<file path="src/rtl/xpc_pkg.sv">
package xpc_pkg;

    // access kinds
    localparam logic [1:0] ACC_LOAD  = 2'd0;
    localparam logic [1:0] ACC_STORE = 2'd1;
    localparam logic [1:0] ACC_FETCH = 2'd2;

    // privilege levels
    localparam logic [1:0] PRV_USER  = 2'd0;
    localparam logic [1:0] PRV_SUPER = 2'd1;
    localparam logic [1:0] PRV_MACH  = 2'd3;

    // translation mode
    localparam logic [1:0] VM_BARE   = 2'd0;

    // fault causes
    localparam logic [1:0] CAUSE_NONE  = 2'd0;
    localparam logic [1:0] CAUSE_INSN  = 2'd1;
    localparam logic [1:0] CAUSE_LOAD  = 2'd2;
    localparam logic [1:0] CAUSE_STORE = 2'd3;

    // entry flag positions; supervisor group mirrors the user group
    localparam int unsigned PB_V  = 0;
    localparam int unsigned PB_UR = 1;
    localparam int unsigned PB_UW = 2;
    localparam int unsigned PB_UX = 3;
    localparam int unsigned PB_SR = 4;
    localparam int unsigned PB_SW = 5;
    localparam int unsigned PB_SX = 6;
    localparam int unsigned FLAG_W    = 7;
    localparam int unsigned SUP_SHIFT = PB_SR - PB_UR;

endpackage

</file>
<file path="src/rtl/xpc_mode_decode.sv">
module xpc_mode_decode
    import xpc_pkg::*;
(
    input  logic [1:0] acc,
    input  logic [1:0] priv,
    input  logic [1:0] mprv,
    input  logic [1:0] vm_mode,
    output logic       bypass,
    output logic       grant_rw,
    output logic       use_sup
);
    logic is_fetch, vm_bare, priv_m, priv_s, mprv_m, mprv_s;

    always_comb begin
        is_fetch = (acc == ACC_FETCH);
        vm_bare  = (vm_mode == VM_BARE);
        priv_m   = (priv == PRV_MACH);
        priv_s   = (priv == PRV_SUPER);
        mprv_m   = (mprv == PRV_MACH);
        mprv_s   = (mprv == PRV_SUPER);

        bypass   = vm_bare || (priv_m && (mprv_m || is_fetch));
        grant_rw = vm_bare || !(priv_m && !mprv_m);
        use_sup  = priv_s || (priv_m && mprv_s && !is_fetch);
    end
endmodule

</file>
<file path="src/rtl/xpc_perm_eval.sv">
module xpc_perm_eval
    import xpc_pkg::*;
#(
    parameter int unsigned ADDR_W   = 32,
    parameter int unsigned PG_SHIFT = 12
) (
    input  logic [ADDR_W-1:0] vaddr,
    input  logic [1:0]        acc,
    input  logic [ADDR_W:0]   mem_size,
    input  logic [ADDR_W-1:0] pte,
    input  logic              bypass,
    input  logic              grant_rw,
    input  logic              use_sup,
    output logic              fault,
    output logic [1:0]        cause,
    output logic [ADDR_W-1:0] addr
);
    localparam logic [FLAG_W-1:0] VALID_BIT = FLAG_W'(1) << PB_V;
    localparam logic [FLAG_W-1:0] PERM_MASK = ~VALID_BIT;

    logic                in_range;
    logic [ADDR_W-1:0]   pseudo_pte;
    logic [ADDR_W-1:0]   eff_pte;
    logic [FLAG_W-1:0]   raw_flags;
    logic [FLAG_W-1:0]   folded;
    logic [FLAG_W-1:0]   have;
    logic [FLAG_W-1:0]   need;
    logic                is_fetch, is_store;

    always_comb begin
        is_fetch = (acc == ACC_FETCH);
        is_store = (acc == ACC_STORE);
        in_range = ({1'b0, vaddr} < mem_size);

        // identity entry for accesses that skip translation
        pseudo_pte = '0;
        if (in_range) begin
            pseudo_pte[ADDR_W-1:PG_SHIFT] = vaddr[ADDR_W-1:PG_SHIFT];
            pseudo_pte[PB_V]  = 1'b1;
            pseudo_pte[PB_UX] = 1'b1;
            pseudo_pte[PB_SX] = 1'b1;
            if (grant_rw) begin
                pseudo_pte[PB_UR] = 1'b1;
                pseudo_pte[PB_UW] = 1'b1;
                pseudo_pte[PB_SR] = 1'b1;
                pseudo_pte[PB_SW] = 1'b1;
            end
        end

        eff_pte   = bypass ? pseudo_pte : pte;
        raw_flags = eff_pte[FLAG_W-1:0];

        // fold supervisor group onto user positions, then restore valid
        folded = use_sup ? (raw_flags >> SUP_SHIFT) : raw_flags;
        have   = (folded & PERM_MASK) | (raw_flags & VALID_BIT);

        need = VALID_BIT;
        if (is_fetch)      need[PB_UX] = 1'b1;
        else if (is_store) need[PB_UW] = 1'b1;
        else               need[PB_UR] = 1'b1;

        fault = ((have & need) != need);

        if (!fault)        cause = CAUSE_NONE;
        else if (is_fetch) cause = CAUSE_INSN;
        else if (is_store) cause = CAUSE_STORE;
        else               cause = CAUSE_LOAD;

        addr = fault ? vaddr
                     : {eff_pte[ADDR_W-1:PG_SHIFT], vaddr[PG_SHIFT-1:0]};
    end
endmodule

</file>
<file path="src/rtl/xlate_perm_check.sv">
module xlate_perm_check
    import xpc_pkg::*;
#(
    parameter int unsigned ADDR_W   = 32,
    parameter int unsigned PG_SHIFT = 12
) (
    input  logic              clk,
    input  logic              rst_n,
    input  logic              in_valid,
    output logic              in_ready,
    input  logic [ADDR_W-1:0] in_vaddr,
    input  logic [1:0]        in_acc,
    input  logic [1:0]        in_priv,
    input  logic [1:0]        in_mprv,
    input  logic [1:0]        in_vm_mode,
    input  logic [ADDR_W:0]   in_mem_size,
    input  logic [ADDR_W-1:0] in_pte,
    output logic              out_valid,
    input  logic              out_ready,
    output logic              out_fault,
    output logic [1:0]        out_cause,
    output logic [ADDR_W-1:0] out_addr
);
    typedef struct packed {
        logic              vld;
        logic              fault;
        logic [1:0]        cause;
        logic [ADDR_W-1:0] addr;
    } stage_t;

    stage_t st_d, st_q;

    logic              bypass, grant_rw, use_sup;
    logic              eval_fault;
    logic [1:0]        eval_cause;
    logic [ADDR_W-1:0] eval_addr;

    xpc_mode_decode u_decode (
        .acc      (in_acc),
        .priv     (in_priv),
        .mprv     (in_mprv),
        .vm_mode  (in_vm_mode),
        .bypass   (bypass),
        .grant_rw (grant_rw),
        .use_sup  (use_sup)
    );

    xpc_perm_eval #(
        .ADDR_W   (ADDR_W),
        .PG_SHIFT (PG_SHIFT)
    ) u_eval (
        .vaddr    (in_vaddr),
        .acc      (in_acc),
        .mem_size (in_mem_size),
        .pte      (in_pte),
        .bypass   (bypass),
        .grant_rw (grant_rw),
        .use_sup  (use_sup),
        .fault    (eval_fault),
        .cause    (eval_cause),
        .addr     (eval_addr)
    );

    assign in_ready = !st_q.vld || out_ready;

    always_comb begin
        st_d = st_q;
        if (in_ready) begin
            st_d.vld = in_valid;
            if (in_valid) begin
                st_d.fault = eval_fault;
                st_d.cause = eval_cause;
                st_d.addr  = eval_addr;
            end
        end
    end

    always_ff @(posedge clk or negedge rst_n) begin
        if (!rst_n) st_q <= '0;
        else        st_q <= st_d;
    end

    assign out_valid = st_q.vld;
    assign out_fault = st_q.fault;
    assign out_cause = st_q.cause;
    assign out_addr  = st_q.addr;

    // stalled result stays put
    a_r10_hold: assert property (@(posedge clk) disable iff (!rst_n)
        out_valid && !out_ready |=> out_valid && $stable(out_addr) && $stable(out_cause) && $stable(out_fault));

    // accepted request shows up next cycle
    a_r10_latency: assert property (@(posedge clk) disable iff (!rst_n)
        in_valid && in_ready |=> out_valid);

    // fault flag agrees with cause
    a_r9_cause_flag: assert property (@(posedge clk) disable iff (!rst_n)
        out_valid |-> (out_fault == (out_cause != CAUSE_NONE)));

    // out-of-range bypassed access must fault
    a_r2_oob_faults: assert property (@(posedge clk) disable iff (!rst_n)
        in_valid && bypass && ({1'b0, in_vaddr} >= in_mem_size) |-> eval_fault);

    // invalid walker entry must fault on a translated access
    a_r7_invalid_faults: assert property (@(posedge clk) disable iff (!rst_n)
        in_valid && !bypass && !in_pte[PB_V] |-> eval_fault);

    // a faulting fetch reports an instruction fault
    a_r8_fetch_cause: assert property (@(posedge clk) disable iff (!rst_n)
        in_valid && eval_fault && (in_acc == ACC_FETCH) |-> eval_cause == CAUSE_INSN);
endmodule

</file>
<file path="config.mk">
export PLATFORM = sky130hd
export DESIGN_NAME = xlate_perm_check
export DESIGN_NICKNAME = d
export VERILOG_FILES = /design/src/rtl/xpc_pkg.sv /design/src/rtl/xpc_mode_decode.sv /design/src/rtl/xpc_perm_eval.sv /design/src/rtl/xlate_perm_check.sv
export SDC_FILE = /design/constraint.sdc
export NUM_CORES = 1
export LEC_CHECK = 0
export BUFFER_PORTS_ARGS = -buffer_cell sky130_fd_sc_hd__buf_2
export CORE_MARGIN = 2
export CORE_UTILIZATION = 40
export DETAILED_ROUTE_END_ITERATION = 7
export GPL_TIMING_DRIVEN = 0
export PLACE_DENSITY = 0.74
export SLEW_MARGIN = 10
export SYNTH_ARGS = -nofsm -noshare
export SYNTH_HDL_FRONTEND = slang
export SYNTH_SLANG_ARGS = --single-unit
</file>
<file path="constraint.sdc">
create_clock -name clk -period 1.7 [get_ports clk]
set_input_delay 0.085 -clock clk [delete_from_list [all_inputs] [get_ports clk]]
set_output_delay 0.085 -clock clk [all_outputs]
set_load 0.02 [all_outputs]
</file>
# After elaboration in Yosys (flattened, before gate mapping)

Cells that the tools add are included.

Register bits: 36
Bits of input ports: 109
Output and inout port bits: 37
Logic and storage cells: 42

Order comparisons: 1
Equality and inequality tests: 7
Muxes and demuxes: 13
Bitwise gates (word level): 2
Reduce and logical (&&, ||, !) cells: 15

Operators with widths:

| kind               | number |
|---|---|
| $mux 32            | 2 |
| $lt 32x33->1       | 1 |
| $mux 20            | 1 |
| $mux 7             | 2 |
| $mux 2             | 4 |
| $and 7x4->7        | 1 |
| $ne 7x4->1         | 1 |
| $or 7x1->7         | 1 |
| $eq 2x1->1 const B | 3 |
| $eq 2x2->1 const B | 3 |
| $logic_or 1x1->1   | 5 |
| $logic_and 1x1->1  | 4 |
| $logic_not 1->1    | 4 |
| $mux 1             | 4 |
| $logic_not 2->1    | 1 |
| $reduce_and 2->1   | 1 |

# Logic depth before layout (Yosys ltp)

Gate-level depths: netlist of the first run.

Word-level depth: 13
Mapped depth: 9
Gate-level depth less buffers: 8

# Hierarchy

A second synthesis of the first run with hierarchy kept.

Cells, all modules: 260
Area, all modules: 2864.0 sq um

Modules (own cells, without submodules):

| module           | times used | cells an instance | area each (sq um) | seq. area each (sq um) |
|---|---|---|---|---|
| xlate_perm_check | 1          | 77                | 1472.7            | 900.9 |
| xpc_perm_eval    | 1          | 175               | 1330.0            | 0.0 |
| xpc_mode_decode  | 1          | 8                 | 61.3              | 0.0 |

# Least setup slack after synthesis of the first run

OpenSTA, ideal clock, no wires.

Path type: register -> register
Start point: register st_q, in the netlist out_valid
End point: register st_q, in the netlist out_addr[11]
Arrival time: 1.498 ns
Required time: 1.575 ns
Setup slack: 0.078 ns
Stages on the path, launching flop included: 5
Path buffers: 1
Period minus slack after synthesis: 1.622 ns
Path through: dfrtp_1 > nand2b_1 > nand2_1 > clkbuf_1 > mux2_2

Cells in the longest elaborated chain, start to end: 3

RTL lines:

| item                              | RTL line               | text |
|---|---|---|
| start, declared                   | xlate_perm_check.sv:31 | `stage_t st_d, st_q;` |
| start signal, assigned            | xlate_perm_check.sv:80 | `else st_q <= st_d;` |
| $logic_not 1->1                   | xlate_perm_check.sv:64 | `assign in_ready = !st_q.vld \|\| out_ready;` |
| $logic_or 1x1->1                  | xlate_perm_check.sv:64 |  |
| via in_ready                      | xlate_perm_check.sv:10 | `output logic in_ready,` |
| $reduce_and 2->1 (no source line) | -                      |  |

The timed path passes the listed nets, and every way through them passes these cells.
A chain may end at the register's enable or synchronous reset.

# Worst setup path after layout of the first run

Start point: input port in_vaddr[30]
End point: register st_q, in the netlist out_cause[0]

Cells in the longest elaborated chain, start to end: 8

RTL lines:

| item            | RTL line               | text |
|---|---|---|
| start, declared | xlate_perm_check.sv:11 | `input logic [ADDR_W-1:0] in_vaddr,` |
| $lt 32x33->1 *  | xpc_perm_eval.sv:33    | `in_range = ({1'b0, vaddr} < mem_size);` |
| $mux 7 *        | xpc_perm_eval.sv:37    | `if (in_range) begin` |
| $mux 32 *       | xpc_perm_eval.sv:50    | `eff_pte = bypass ? pseudo_pte : pte;` |
| $mux 7          | xpc_perm_eval.sv:54    | `folded = use_sup ? (raw_flags >> SUP_SHIFT) : raw_flags;` |
| $or 7x1->7 *    | xpc_perm_eval.sv:55    | `have = (folded & PERM_MASK) \| (raw_flags & VALID_BIT);` |
| $and 7x4->7 *   | xpc_perm_eval.sv:62    | `fault = ((have & need) != need);` |
| $ne 7x4->1 *    | xpc_perm_eval.sv:62    |  |
| $mux 2 *        | xpc_perm_eval.sv:64    | `if (!fault) cause = CAUSE_NONE;` |

Every way passes the cells marked *; elsewhere a longest branch is shown, timed or not.

==> metrics, run 1 <==
status=complete, no violations; IO Port Bufs=140; routed wire length=6980 um; Final Hold Vio Count=0; Max-Cap Viols=0; Yosys top cell area share=36.1%; worst-path cell chain=buf_2 -> ha_1 -> nand4b_1 -> nor4_4 -> o311ai_1 -> o2111ai_1 -> o21ai_1 -> o31ai_1; Max Freq=0.624 GHz; Final Wtd Congestion=0.833; synth unique cells=36; # fillers=571; Synth Net Count=412; die height=82.9 um; DR pass1 iterations=4; Worst-Skew Late Latency=290 ps; Cell Count, Final, Fillers Out=494; core area=5960 um^2; Tmin final=1600 ps; Synth area leader=dfrtp_1; slew of the pin with the lowest slew margin=814 ps; DP HPWL=5590 um; Yosys reg bits=36; DIE WIDTH=82.9 um; Worst Path Arrival=1800 ps; layout cells sized above 1=40.3%; Cell Pwr Density=762 nW/um^2; # IOs=146; vias=2468; Synth-to-Final Area Change=37.7%; CP delay by family, top=compound AO/OA/AOI/OAI gates; antenna violations before repair=0; synth warn=0; Crit Path Category=primary input to flop; Initial DRC Count=37; Antenna Violating Nets Remaining=0; Post-Syn Instances=270; Max H-tree Level=2; Tot GR Track Use=20.1%; CP bufs+invs=1; clk slew on worst S/H paths=70 ps; wire length of the first global-routing pass=11500 um; placed insts=485; Synth area leaders=dfrtp_1, ha_1, mux2i_1; DP Area=3290 um^2; crit end category=flop; design area=3430 um^2; vias in the first global route=2525; CP Max Fanout=3; largest net degree at the start of global routing=37; Post-synth EDFFs=0; WL/cell=14.1 um; Tot Pwr=2610 uW; die footprint=6880 um^2; sequential cell area fraction in the yosys report=36.1%; Worst EP required=1890 ps; Starting Density=41.8%; number of inserted diodes=0; leakage power figure=0.00200 uW; Cell Area, Synth=2490 um^2; CP Launch Type=primary input; Async SR Flop Fraction=100%; clock buffer depth=2; Worst VDD drop=0.480 mV; setup bufs post-CTS=0; # DRC=0; slowest stage delay, CP=400 ps; num rows=28; Final period util=94.3%; CTS Sinks=36; via/cell ratio=5.00; TritonCTS Buffers=5; Slew Limit Headroom=45.8%; Hold Crit Class=primary input to flop; number of max-slew violations in the final report=0; setup violators final=0; Main synth FF type=dfrtp_1; critical path's slowest cell=nor4_4; clock skew=3.27 ps; CTS tree=yes; Syn Area/Cell=9.23 um^2; GRT overflow=0; # nets final=560; CTS Root Cell=clkbuf_8
## worst reg2reg max path: stages (launching register included)
cell	delay (ps)
dfrtp_1	370
nand2b_1	110
nand2_1	200
buf_2	290
mux2_2	370
## cell families (layout without fill, tap and decap cells)
kind of cell,count (synthesis),after routing,synth area share (%)
flip-flops,36,36,36.1
buffers and inverters,48,197,7.88
adder cells (fa/ha/maj),33,33,16.6
AO/OA/AOI/OAI,65,65,15.0
multiplexers,31,31,13.0
AND/OR/NAND/NOR,57,57,11.4
## area by class of cell
class                      count  area (um^2)  area share (%)
buffer                         8         47.5            1.39
clock buffer                   8         90.1            2.62
inverter                      40          150            4.37
timing repair buffer         141          711            20.7
multi-input combinational    186         1440            41.9
tap                           75         93.8            2.73
sequential                    36          901            26.2
## final timing paths
path                               from           end  slack (ps)  depth (start not counted)
setup / recovery           in_vaddr[30]  out_cause[0]         100                          8
hold / removal                 in_valid     out_valid          30                          2
setup reg to reg              out_valid   out_addr[3]         260                          4
hold reg to reg            out_addr[21]  out_addr[21]         480                          2
max in group asynchronous         rst_n     out_valid         760                          2
min in group asynchronous         rst_n  out_addr[27]         420                          2
## registers in the layout, summed over array words and instances, names as in the netlist
name       flops
out_cause      2
out_valid      1
out_addr      32
out_fault      1
## Yosys cell counts, types with 2 or more instances
cell type,number
a211oi_1,2
nand4_1,6
ha_1,33
nand2b_1,3
nand3_1,3
o31ai_1,2
a21oi_1,17
o21ai_1,23
a31oi_1,2
clkbuf_1,5
nor2_1,4
mux2_2,11
nand2_1,33
dfrtp_1,36
a22oi_1,4
mux2i_1,20
o21ai_0,7
buf_6,2
inv_1,40
## metrics by stage
step	setup WS (ps)	util (%)	setup TNS (ps)	hold slack, ps
after CTS	54.9	57.0	0	25.6
after detailed placement	-302	55.2	-3060	235
after global routing	-10.7	57.6	-10.7	28.5
final	97.6	57.6	0	26.5
after floorplan	77.6	-	0	-211
after global placement	-303	55.2	-2380	227
## layer usage
layer / vias up / wire [um] / GRT usage, %
met2: 85 / 3570 / 35.6
met4: 0 / 44 / 4.02
met1: 1135 / 2900 / 24.8
met3: 4 / 476 / 5.27
li1: 1244 / - / -
met5: - / 0 / 0
## cells in the final DEF, fill, tap and decap left out, types with 2 or more instances in the layout
cell type | netlist | routed
a21oi_1 | 17 | 17
a22oi_1 | 4 | 2
a22oi_2 | 0 | 2
a31oi_1 | 2 | 2
buf_2 | 1 | 141
buf_6 | 2 | 2
clkbuf_1 | 5 | 6
clkbuf_8 | 0 | 6
dfrtp_1 | 36 | 36
ha_1 | 33 | 33
inv_1 | 40 | 40
mux2_2 | 11 | 11
mux2i_1 | 20 | 20
nand2_1 | 33 | 33
nand2b_1 | 3 | 3
nand3_1 | 3 | 3
nand4_1 | 6 | 6
nor2_1 | 4 | 4
o21ai_0 | 7 | 7
o21ai_1 | 23 | 23
o31ai_1 | 2 | 2
## where the power goes
group / internal (uW) / switching, uW
clock network: 331 / 314
registers: 985 / 62.6
logic: 386 / 535
total: 1700 / 912
## timing repair
item,CTS,global route
pin swaps,0,1
cloned,0,0
hold buffers,1,0
gates resized for setup,1,8
endpoints found under the hold margin,36,0
endpoints found under the setup margin,2,15
No activity file was read; power rests on OpenSTA's default activity.
==> inputs of run 2 (changes only) <==
--- a/config.mk
+++ b/config.mk
@@ -7,10 +7,10 @@
 export LEC_CHECK = 0
 export BUFFER_PORTS_ARGS = -buffer_cell sky130_fd_sc_hd__buf_2
 export CORE_MARGIN = 2
-export CORE_UTILIZATION = 40
+export CORE_UTILIZATION = 44
 export DETAILED_ROUTE_END_ITERATION = 7
 export GPL_TIMING_DRIVEN = 0
-export PLACE_DENSITY = 0.74
+export PLACE_DENSITY = 0.81
 export SLEW_MARGIN = 10
 export SYNTH_ARGS = -nofsm -noshare
 export SYNTH_HDL_FRONTEND = slang
==> run 2 against run 1 <==
Compared with the run above: hold slack got worse by 3.0 ps; die area fell by 8.7%; clock power fell by 1%; setup slack improved by 2.4 ps; final area rose by 1.3%; combinational power rose by 2%; sequential power barely moved; register-to-register slack got worse by 90 ps.
==> metrics, run 2 (synthesis gave the netlist of run 1 again) <==
status=complete, no violations (unchanged); clock buffer depth=2 (unchanged); most common cell after layout, fill and taps aside=buf_2 (unchanged); WL/cell=14.2 um (was 14.1 um); Initial DRC Count=50 (was 37); clock skew=6.79 ps (was 3.27 ps); CP Launch Type=primary input (unchanged); TritonCTS Buffers=5 (unchanged); via/cell ratio=5.14 (was 5.00); Max Freq=0.625 GHz (was 0.624 GHz); Synth-to-Final Area Change=39.5% (was 37.7%); Register Area=901 um^2 (unchanged); Cell Pwr Density=754 nW/um^2 (was 762 nW/um^2); Final Wtd Congestion=0.822 (was 0.833); max FFs per register=32 (unchanged); DIE WIDTH=79.3 um (was 82.9 um); vias in the first global route=2555 (was 2525); slew of the pin with the lowest slew margin=815 ps (was 814 ps); IO Port Bufs=140 (unchanged); critical path's slowest cell=a211oi_1 (was nor4_4); hold path start=in_valid (unchanged); # fillers=513 (was 571); terminus of the critical flop-to-flop path=out_addr[11] (was out_addr[3]); Final period util=94.1% (was 94.3%); RR Startpoint=out_valid (unchanged); DP Area=3280 um^2 (was 3290 um^2); number of inserted diodes=0 (unchanged); DP HPWL=5650 um (was 5590 um); r2r setup slk=170 ps (was 260 ps); Worst EP required=1850 ps (was 1890 ps); CTS Sinks=36 (unchanged); wire length of the first global-routing pass=11200 um (was 11500 um); core area=5470 um^2 (was 5960 um^2); Slew Limit Headroom=45.6% (was 45.8%); # IOs=146 (unchanged); CTS tree=yes (unchanged); Tmin final=1600 ps (about the same); worst-path cell chain=buf_2 -> ha_1 -> a21oi_1 -> o21ai_0 -> a211oi_1 -> o32ai_4 -> o21ai_2 -> o31ai_1 (was buf_2 -> ha_1 -> nand4b_1 -> nor4_4 -> o311ai_1 -> o2111ai_1 -> o21ai_1 -> o31ai_1); Final Hold Vio Count=0 (unchanged); die footprint=6280 um^2 (was 6880 um^2); DR pass1 iterations=4 (unchanged); hold slack=23.5 ps (was 26.5 ps); Hold Crit Class=primary input to flop (unchanged); # DRC=0 (unchanged); CP Max Fanout=3 (unchanged); layout cells sized above 1=41.4% (was 40.3%); Tot GR Track Use=22.5% (was 20.1%); Starting Density=45.5% (was 41.8%); GRT overflow=0 (unchanged); FF-to-FF path depth=4 (unchanged); antenna violations before repair=0 (unchanged); Antenna Violating Nets Remaining=0 (unchanged); # nets final=561 (was 560); slack of the critical path=100 ps (was 97.6 ps); CTS Root Cell=clkbuf_8 (unchanged); Crit Path Category=primary input to flop (unchanged); number of max-slew violations in the final report=0 (unchanged); Worst VDD drop=0.508 mV (was 0.480 mV); setup violators final=0 (unchanged); area occupied by multi-input gates=1480 um^2 (was 1440 um^2); Max-Cap Viols=0 (unchanged); Min-Delay Path Depth=2 (unchanged); Worst Hold Path EP=out_valid (unchanged); slowest stage delay, CP=450 ps (was 400 ps); vias=2530 (was 2468); Place WS=-349 ps (was -302 ps); Max H-tree Level=2 (unchanged); leakage power figure=0.00200 uW (about the same); num rows=27 (was 28); clk slew on worst S/H paths=70 ps (about the same); Worst Path Arrival=1750 ps (was 1800 ps); design area=3480 um^2 (was 3430 um^2); largest net degree at the start of global routing=37 (unchanged); most frequent cells in the layout=buf_2, inv_1, dfrtp_1 (unchanged); routed wire length=6980 um (about the same); crit end category=flop (unchanged); die height=79.3 um (was 82.9 um); Worst-Skew Late Latency=290 ps (about the same)
## run 2: layout make-up
class,instances,area share (%)
buffer,8,1.33
clock buffer,8,2.59
inverter,40,4.32
multi-input combinational,186,42.6
sequential,36,25.9
tap,72,2.59
timing repair buffer,142,20.7
## run 2: how the worst max path moves through the flow
stage | start | endpoint | slack (ps) | depth (start not counted)
after floorplan | out_valid | out_addr[11] | 80 | 4
after global placement | in_vaddr[24] | out_cause[0] | -270 | 8
after detailed placement | in_vaddr[30] | out_cause[0] | -350 | 8
after CTS | in_vaddr[30] | out_cause[0] | 20 | 8
after global routing | in_vaddr[28] | out_cause[0] | -20 | 8
final | in_vaddr[28] | out_cause[0] | 100 | 8
## run 2: what timing repair did
action | in CTS | in global routing
setup endpoints to repair | 2 | 6
endpoints found under the hold margin | 36 | 0
resized for setup | 1 | 12
pin swaps | 0 | 3
setup buffers | 0 | 1
hold buffers | 1 | 0
## run 2: worst max-delay path, delay by kind of cell
family	cells	cell delay [ps]
adders and majority gates	1	320
AOI/OAI and AO/OA	6	1240
buffers and inverters	1	110
## run 2: routing by layer
layer | wire length (um) | part of all wire (%) | global-route usage (%)
met2 | 3620 | 52 | 42.5
met5 | 0 | 0 | 0
met4 | 100 | 1.4 | 5.00
met1 | 2790 | 40 | 25.1
met3 | 462 | 6.6 | 5.80
## run 2: power by group
part | internal [uW] | total, uW | switching [uW] | leakage [uW]
combinational | 391 | 938 | 547 | 0.00152
clock | 331 | 637 | 306 | 0.0000455
sequential | 985 | 1050 | 60.2 | 0.000433
total | 1710 | 2620 | 913 | 0.00200
## run 2: metrics by stage
| step | power (uW) | util [%] | setup TNS, ps | std cells |
|---|---|---|---|---|
| floorplan | 1590 | - | 0 | 270 |
| global placement | 1940 | 60.0 | -2000 | 482 |
| detailed placement | 1970 | 60.0 | -3080 | 482 |
| CTS | 2620 | 62.0 | 0 | 491 |
| global route | 2790 | 63.5 | -34.9 | 492 |
| finish | 2620 | 63.5 | 0 | 492 |
==> inputs of run 3 (changes only) <==
--- a/config.mk
+++ b/config.mk
@@ -6,11 +6,11 @@
 export NUM_CORES = 1
 export LEC_CHECK = 0
 export BUFFER_PORTS_ARGS = -buffer_cell sky130_fd_sc_hd__buf_2
+export CORE_ASPECT_RATIO = 0.9
 export CORE_MARGIN = 2
-export CORE_UTILIZATION = 44
+export CORE_UTILIZATION = 25
 export DETAILED_ROUTE_END_ITERATION = 7
 export GPL_TIMING_DRIVEN = 0
-export PLACE_DENSITY = 0.81
 export SLEW_MARGIN = 10
 export SYNTH_ARGS = -nofsm -noshare
 export SYNTH_HDL_FRONTEND = slang
==> run 3 against run 2 <==
Compared with the run above: final cell count up 11%; critical endpoint unchanged; register-to-register slack improved by 60 ps; clock skew rose by 1.2 ps; clock power is 22% higher; critical path type unchanged; non-clock buffer count unchanged.
==> metrics, run 3 (synthesis gave the netlist of run 1 again) <==
Slew Limit Headroom=40.9% (was 45.6%); CP Launch Type=primary input (unchanged); CTS Root Cell=clkbuf_8 (unchanged); combinational power share=34.0% (was 35.8%); GRT overflow=0 (unchanged); CTS Sinks=36 (unchanged); slew of the pin with the lowest slew margin=886 ps (was 815 ps); clock buffer depth=2 (unchanged); # IOs=146 (unchanged); CTS tree=yes (unchanged); vias=2485 (was 2530); Hold Crit Class=primary input to flop (unchanged); CP Max Fanout=3 (unchanged); Worst-Skew Late Latency=290 ps (about the same); Max Freq=0.645 GHz (was 0.625 GHz); Final Wtd Congestion=0.803 (was 0.822); num rows=34 (was 27); TritonCTS Buffers=5 (unchanged); most frequent cells in the layout=buf_2, inv_1, dfrtp_1 (unchanged); Antenna Violating Nets Remaining=0 (unchanged); die footprint=10800 um^2 (was 6280 um^2); Tot GR Track Use=14.7% (was 22.5%); crit end category=flop (unchanged); DP HPWL=6400 um (was 5650 um); layout cells sized above 1=41.9% (was 41.4%); die height=98.7 um (was 79.3 um); Int Power=1810 uW (was 1710 uW); Cell Pwr Density=778 nW/um^2 (was 754 nW/um^2); leakage power figure=0.00201 uW (was 0.00200 uW); fin util=36.6% (was 63.5%); Tmin final=1550 ps (was 1600 ps); # nets final=561 (unchanged); vias in the first global route=2559 (was 2555); Worst Path Arrival=1740 ps (was 1750 ps); design area=3550 um^2 (was 3480 um^2); switching share of power=34.5% (was 34.8%); number of max-slew violations in the final report=0 (unchanged); wire length of the first global-routing pass=12300 um (was 11200 um); setup violators final=0 (unchanged); Max H-tree Level=2 (unchanged); DP Area=3350 um^2 (was 3280 um^2); clock skew=7.98 ps (was 6.79 ps); number of inserted diodes=0 (unchanged); largest net degree at the start of global routing=37 (unchanged); WL/cell=14.6 um (was 14.2 um); # DRC=0 (unchanged); most common cell after layout, fill and taps aside=buf_2 (unchanged); IO Port Bufs=140 (unchanged); # fillers=1048 (was 513); core area=9700 um^2 (was 5470 um^2); Initial DRC Count=66 (was 50); Starting Density=25.7% (was 45.5%); Switch Pwr=954 uW (was 913 uW); Crit Path Category=primary input to flop (unchanged); RSZ-0062 raised after global routing=no; Final period util=91.2% (was 94.1%); status=complete, no violations (unchanged); routed wire length=7960 um (was 6980 um); Worst EP required=1890 ps (was 1850 ps); Clk pwr share=28.1% (was 24.3%); Synth-to-Final Area Change=42.4% (was 39.5%); Seq pwr share=37.9% (was 39.9%); Final Hold Vio Count=0 (unchanged); via/cell ratio=4.55 (was 5.14); max FFs per register=32 (unchanged); Worst VDD drop=0.357 mV (was 0.508 mV); clk slew on worst S/H paths=80 ps (was 70 ps); DR pass1 iterations=4 (unchanged); Max-Cap Viols=0 (unchanged); DIE WIDTH=109 um (was 79.3 um); antenna violations before repair=1 (was 0)
[run 3: changes by cell type in the layout (fill, tap and decap cells not counted)]
cell and change:
clkbuf_2 +1, o32ai_2 +1, clkinvlp_4 +1, nand3_2 -1, o32ai_4 -1, bufinv_16 +1
nand3_1 +1, clkbuf_8 -1, clkbuf_1 -3, clkinv_2 +1
[run 3: power groups by stage]
stage | registers, uW | logic, uW | clock network, uW
5_1_grt | 1060 | 1050 | 852
6_report | 1050 | 940 | 776
3_5_place_dp | 1070 | 928 | 0
4_1_cts | 1050 | 940 | 817
2_1_floorplan | 1230 | 362 | 0
3_3_place_gp | 1060 | 912 | 0
[run 3: final cells by class]
cell class                 instances  area (um^2)  area share, %
multi-input combinational        186         1460           41.2
buffer                             8         47.5           1.34
tap                              126          158           4.44
inverter                          40          150           4.23
clock buffer                       5         68.8           1.94
clock inverter                     3         42.5           1.20
timing repair buffer             142          718           20.2
sequential                        36          901           25.4
[run 3: critical path, stage by stage]
cell and delay (ps):
buf_2 110, ha_1 320, nand4_1 180, nor4_4 300
buf_4 170, o311ai_2 120, o2111ai_2 130, o21ai_2 120
o31ai_1 200
[run 3: timing repair]
item                                   in CTS  in global routing
hold buffers                                1                  0
endpoints found under the hold margin      36                  0
buffers inserted                            1                  0
pin swaps                                   2                  1
gates resized for setup                     3                 10
setup endpoints to repair                   3                  9
[run 3: path summary, 6_finish.rpt]
check	startpoint	to	slack, ps	cells past startpoint
hold reg to reg	out_addr[0]	out_addr[0]	490	2
hold / removal	in_valid	out_valid	30	2
setup / recovery	in_vaddr[24]	out_cause[0]	150	9
min in group asynchronous	rst_n	out_addr[27]	450	2
setup reg to reg	out_valid	out_addr[18]	230	5
max in group asynchronous	rst_n	out_addr[11]	690	2
[run 3: metal layers]
metal	routed length [um]	global-route usage (%)	part of all wire [%]
met1	3500	18.3	44
met2	3910	26.4	49
met3	506	2.98	6.4
met4	21	2.34	0.26
met5	17	0	0.21
[run 3: through the flow]
step	TNS [ps]	instances	hold slack, ps	power (uW)	setup WS [ps]
floorplan	0	270	-211	1590	77.6
global route	0	546	25.3	2960	6.33
global placement	-3340	536	265	1970	-454
finish	0	546	28.0	2760	149
detailed placement	-4090	536	267	1990	-446
CTS	0	546	20.4	2800	9.86
